[src/rtl/burst_trk_pkg.sv]
package burst_trk_pkg;

  // Per-cycle decisions of the tracker, shared by the datapath and the checker
  typedef struct packed {
    logic fill_ok;     // fill accepted into the owed total
    logic beat_ok;     // beat consumed against the owed total
    logic fill_rej;    // fill dropped because the counter would overflow
    logic beat_stray;  // beat arrived with nothing owed
    logic burst_end;   // consumed beat closes a burst of earlier fills
  } trk_evt_t;

endpackage

[src/rtl/burst_trk_decode.sv]
module burst_trk_decode
  import burst_trk_pkg::*;
#(
  parameter int CNT_W = 6,
  parameter int BEATS = 4
) (
  input  logic [CNT_W-1:0] count_i,
  input  logic             fill_i,
  input  logic             beat_i,
  output trk_evt_t         evt_o,
  output logic [CNT_W-1:0] next_o
);

  localparam int MAX_CNT = (1 << CNT_W) - 1;
  localparam logic [CNT_W:0] BURST_W = (CNT_W+1)'(BEATS);

  // True when a fill of one burst still fits, given whether a beat leaves
  function automatic logic fill_fits(input logic [CNT_W-1:0] c, input logic early_beat);
    int room;
    int need;
    room = MAX_CNT - int'(c);
    need = BEATS - (early_beat ? 1 : 0);
    return need <= room;
  endfunction

  // True when consuming one beat at this count finishes a burst
  function automatic logic closes_burst(input logic [CNT_W-1:0] c);
    return (c != '0) && ((int'(c) % BEATS) == (1 % BEATS));
  endfunction

  // New total after the accepted events
  function automatic logic [CNT_W-1:0] step_count(input logic [CNT_W-1:0] c,
                                                  input logic add_burst,
                                                  input logic take_beat);
    logic [CNT_W:0] wide;
    wide = {1'b0, c};
    if (add_burst) wide = wide + BURST_W;
    if (take_beat) wide = wide - (CNT_W+1)'(1);
    return wide[CNT_W-1:0];
  endfunction

  logic early_beat;
  logic fill_ok;
  logic beat_ok;

  always_comb begin
    early_beat = beat_i && (count_i != '0);
    fill_ok    = fill_i && fill_fits(count_i, early_beat);
    beat_ok    = early_beat || (beat_i && fill_ok);

    evt_o.fill_ok    = fill_ok;
    evt_o.beat_ok    = beat_ok;
    evt_o.fill_rej   = fill_i && !fill_ok;
    evt_o.beat_stray = beat_i && !beat_ok;
    evt_o.burst_end  = early_beat && closes_burst(count_i);

    next_o = step_count(count_i, fill_ok, beat_ok);
  end

endmodule

[src/rtl/burst_trk_counter.sv]
module burst_trk_counter #(
  parameter int CNT_W = 6
) (
  input  logic             clk,
  input  logic             rst_n,
  input  logic [CNT_W-1:0] next_i,
  output logic [CNT_W-1:0] count_o
);

  always_ff @(posedge clk or negedge rst_n) begin
    if (!rst_n) count_o <= '0;
    else        count_o <= next_i;
  end

endmodule

[src/rtl/burst_trk_flags.sv]
module burst_trk_flags
  import burst_trk_pkg::*;
(
  input  logic     clk,
  input  logic     rst_n,
  input  trk_evt_t evt_i,
  output logic     done_o,
  output logic     err_o
);

  always_ff @(posedge clk or negedge rst_n) begin
    if (!rst_n) begin
      done_o <= 1'b0;
      err_o  <= 1'b0;
    end else begin
      done_o <= evt_i.burst_end;
      err_o  <= evt_i.fill_rej | evt_i.beat_stray;
    end
  end

endmodule

[src/rtl/burst_beat_tracker.sv]
module burst_beat_tracker
  import burst_trk_pkg::*;
#(
  parameter int CNT_W = 6,
  parameter int BEATS = 4
) (
  input  logic             clk,
  input  logic             rst_n,
  input  logic             fill_req,
  input  logic             beat_vld,
  output logic [CNT_W-1:0] pend_beats,
  output logic             busy,
  output logic             burst_done,
  output logic             proto_err
);

  trk_evt_t         evt;
  logic [CNT_W-1:0] count_nxt;
  logic [CNT_W-1:0] count_q;

  burst_trk_decode #(.CNT_W(CNT_W), .BEATS(BEATS)) u_decode (
    .count_i (count_q),
    .fill_i  (fill_req),
    .beat_i  (beat_vld),
    .evt_o   (evt),
    .next_o  (count_nxt)
  );

  burst_trk_counter #(.CNT_W(CNT_W)) u_counter (
    .clk     (clk),
    .rst_n   (rst_n),
    .next_i  (count_nxt),
    .count_o (count_q)
  );

  burst_trk_flags u_flags (
    .clk    (clk),
    .rst_n  (rst_n),
    .evt_i  (evt),
    .done_o (burst_done),
    .err_o  (proto_err)
  );

  assign pend_beats = count_q;
  assign busy       = |count_q;

endmodule

[config.mk]
export PLATFORM = sky130hd
export DESIGN_NAME = burst_beat_tracker
export DESIGN_NICKNAME = d
export VERILOG_FILES = /design/src/rtl/burst_trk_pkg.sv /design/src/rtl/burst_trk_decode.sv /design/src/rtl/burst_trk_counter.sv /design/src/rtl/burst_trk_flags.sv /design/src/rtl/burst_beat_tracker.sv
export SDC_FILE = /design/constraint.sdc
export NUM_CORES = 1
export LEC_CHECK = 0
export BUFFER_PORTS_ARGS = -buffer_cell sky130_fd_sc_hd__buf_2
export CAP_MARGIN = 20
export CORE_ASPECT_RATIO = 1.4
export CORE_UTILIZATION = 30
export DETAILED_ROUTE_END_ITERATION = 8
export PLACE_DENSITY = 0.6
export SYNTH_ARGS = -nofsm -noshare
export SYNTH_HDL_FRONTEND = slang
export SYNTH_SLANG_ARGS = --single-unit
export TNS_END_PERCENT = 10
[constraint.sdc]
create_clock -name clk -period 3.3 [get_ports clk]
set_input_delay 0.495 -clock clk [delete_from_list [all_inputs] [get_ports clk]]
set_output_delay 0.495 -clock clk [all_outputs]
set_load 0.03 [all_outputs]
==> impl_metrics.ini <==
[logic_synthesis]
synth_top_area_cell = dfrtp_1
synthTopCellsByArea = dfrtp_1 (33%), ha_1 (14%), nand3_1 (5.8%)
synthFlopType = dfrtp_1
synth_fa_ha_area_share_pct = 14.5
yosys.area_share.simple_pct = 23.1
synth_top_area_share_pct = 33.1
ys_warn_count = 0
syn_area_sq_um = 606
synth_edf_count = 0
synthesis.nets = 78
synth-xor-area-share_pct = 8.68
synthCells = 67
synth_top_family_by_area = simple AND/OR/NAND/NOR gates
ys_types = 25
synth-seq-cells = 8
yosysSeqAreaShare_pct = 33.1
synth_mux_area_share_pct = 1.65
synth-compound-area-share_pct = 14.7
syn_avg_cell_area_sq_um = 9.04
async_reset_ff_share_pct = 100

[global_routing]
grt_pass1_vias = 520
grt_overflow = 0
grt_max_degree = 11
grt_first_pass_wirelength_um = 2080
antenna_found_initial = 0
grt_util_all_layers_pct = 14.6

[worst_setup_path]
critPathKind = reg -> reg
endpoint_kind = flop
crit_arrival_ps = 2700
crit_end = u_counter.count_o[5]
crit_start = u_counter.count_o[2]
cp-start-kind = flop
reg2reg_to = u_counter.count_o[5]
ff2ff_path_depth = 11
critPathRequiredTime_ps = 3440
path_max_fanout = 9
r2r_start = u_counter.count_o[2]
r2r_slack_ps = 740

[cells_and_area]
drive_above_1_share_pct = 24.7
nNetsFinal = 94
diodes = 0
area_growth_pct = 17.1
utilization_pct = 38.9

[route]
ant_nets = 0
routedWlPerCell_um = 12.2
routed_via_density = 5.15
drt_wl_total_um = 1230
first_iter_violations = 6
drc = 0
dr.pass1.iters = 2
via_count = 520

[job]
drv_cap = 0

[power_and_ir_drop]
leakagePower_nw = 0.341
power_density_nw_per_um2 = 1020
vdd.ir_drop.worst_mv = 0.481

[sta]
tightest_slew_ps = 321
fmax_mhz = 391
fin_skew_ps = 2.63
drv_slew = 0
fin_tns_setup_ps = 0
grt_setup_unrepaired = no
hold_viol_final = 0
relSlewSlack_pct = 78.6
fin_crit_sh_pct = 77.4
setup_viol = 0
period_minus_slack_ps = 2560

[floorplanning]
ioPinCount = 13
fp-row-count = 18
dieArea_sq_um = 2200
die_y_um = 55.2
start_util_pct = 33.2
die_w_um = 40.0
coreArea_sq_um = 1820

[clock_network]
clock_latency_ps = 260
clock-sinks = 8
htree_levels = 1
post_cts_buffers = 0
root_buffer = clkbuf_4
clock_path_buffers = 2
numCtsBuffers = 3
cts_tree = built
post_cts_resized = 0
path_clk_slew_ps = 50
postCtsHoldBufs = 0

[place]
hpwl_um = 1010
port_buffers = 12
gp_congestion = 0.766

[min_path]
hp-class = in -> async

[outcome]
status = finished, final reports clean
## sequential cells by signal, indices dropped and copies added, names as in the netlist
signal / cells
u_flags.err_o: 1
u_counter.count_o: 6
u_flags.done_o: 1
## worst min-delay path by stage
| stage | start | to | slack [ps] | depth (start not counted) |
|---|---|---|---|---|
| 6_report | rst_n | u_counter.count_o[3] | 70 | 1 |
| 2_1_floorplan | rst_n | u_counter.count_o[0] | 200 | 0 |
| 4_1_cts | rst_n | u_counter.count_o[3] | 70 | 1 |
| 3_3_place_gp | rst_n | u_counter.count_o[3] | 350 | 1 |
| 3_5_place_dp | rst_n | u_counter.count_o[3] | 350 | 1 |
| 5_1_grt | rst_n | u_counter.count_o[3] | 80 | 1 |
## power by group
part / leakage [nW] / total (mW) / switching [mW] / internal, mW
Sequential: 0.0977 / 0.217 / 0.0733 / 0.143
Clock: 0.0138 / 0.0738 / 0.0322 / 0.0415
Combinational: 0.229 / 0.436 / 0.271 / 0.165
## kinds of logic (layout without fill, tap and decap cells)
group                    count (synthesis)  count (layout)
AO/OA/AOI/OAI                           12              12
XOR/XNOR                                 6               6
adder cells (fa/ha/maj)                  7               7
buffers and inverters                    7              21
flip-flops                               8               8
multiplexers                             1               1
AND/OR/NAND/NOR                         26              26
## critical path, cell delays in order, from the launching register on
cell and delay (ps):
dfrtp_1 520, inv_1 130, ha_1 230, nand3_2 130, nand2_1 140, ha_1 340, nand3_1 130, and4_1 260
a21oi_2 140, xnor2_1 170, nand3_1 120, xnor2_1 140
## stage by stage
stage	total power [mW]	setup WS (ps)	cells	hold WS (ps)	cell area (sq um)
after floorplan	0.547	704	67	199	606
after global placement	0.644	793	98	347	687
after detailed placement	0.658	742	98	349	687
after CTS	0.736	731	101	71.0	709
after global routing	0.798	512	101	75.8	709
final	0.727	744	101	71.7	709
## layout by cell type (no fill, tap or decap), types with 2 or more instances in the layout
cell type  count
xor2_1         2
dfrtp_1        8
xnor2_1        4
a21oi_1        3
o22ai_1        2
inv_1          6
nor2_1         5
nand2_1        7
ha_1           7
nand3b_1       2
buf_2         12
clkbuf_4       3
nand3_1        7
## routing by layer
layer | share of wire (%) | up-vias | track usage [%] | wire (um)
met3 | 5.5 | 4 | 7.20 | 68
met2 | 51 | 15 | 25.5 | 622
met5 | 0 | - | 0 | 0
met4 | 2.9 | 0 | 7.47 | 36
met1 | 41 | 232 | 13.2 | 503
li1 | - | 269 | - | -
## cells in the mapped netlist, drive strengths merged (2+ instances only)
| cell | instances |
|---|---|
| dfrtp | 8 |
| nand3 | 8 |
| ha | 7 |
| nand2 | 7 |
| inv | 6 |
| nor2 | 5 |
| a21oi | 4 |
| xnor2 | 4 |
| o21ai | 3 |
| nand3b | 2 |
| o22ai | 2 |
| xor2 | 2 |
## area by class of cell
| type | instances | area (sq um) |
|---|---|---|
| clock buffer | 3 | 22.5 |
| tap | 20 | 25.0 |
| timing repair buffer | 12 | 60.1 |
| inverter | 6 | 22.5 |
| fill | 193 | 1110 |
| multi-input combinational | 52 | 379 |
| sequential | 8 | 200 |
Power figures use the tool's default switching activity.
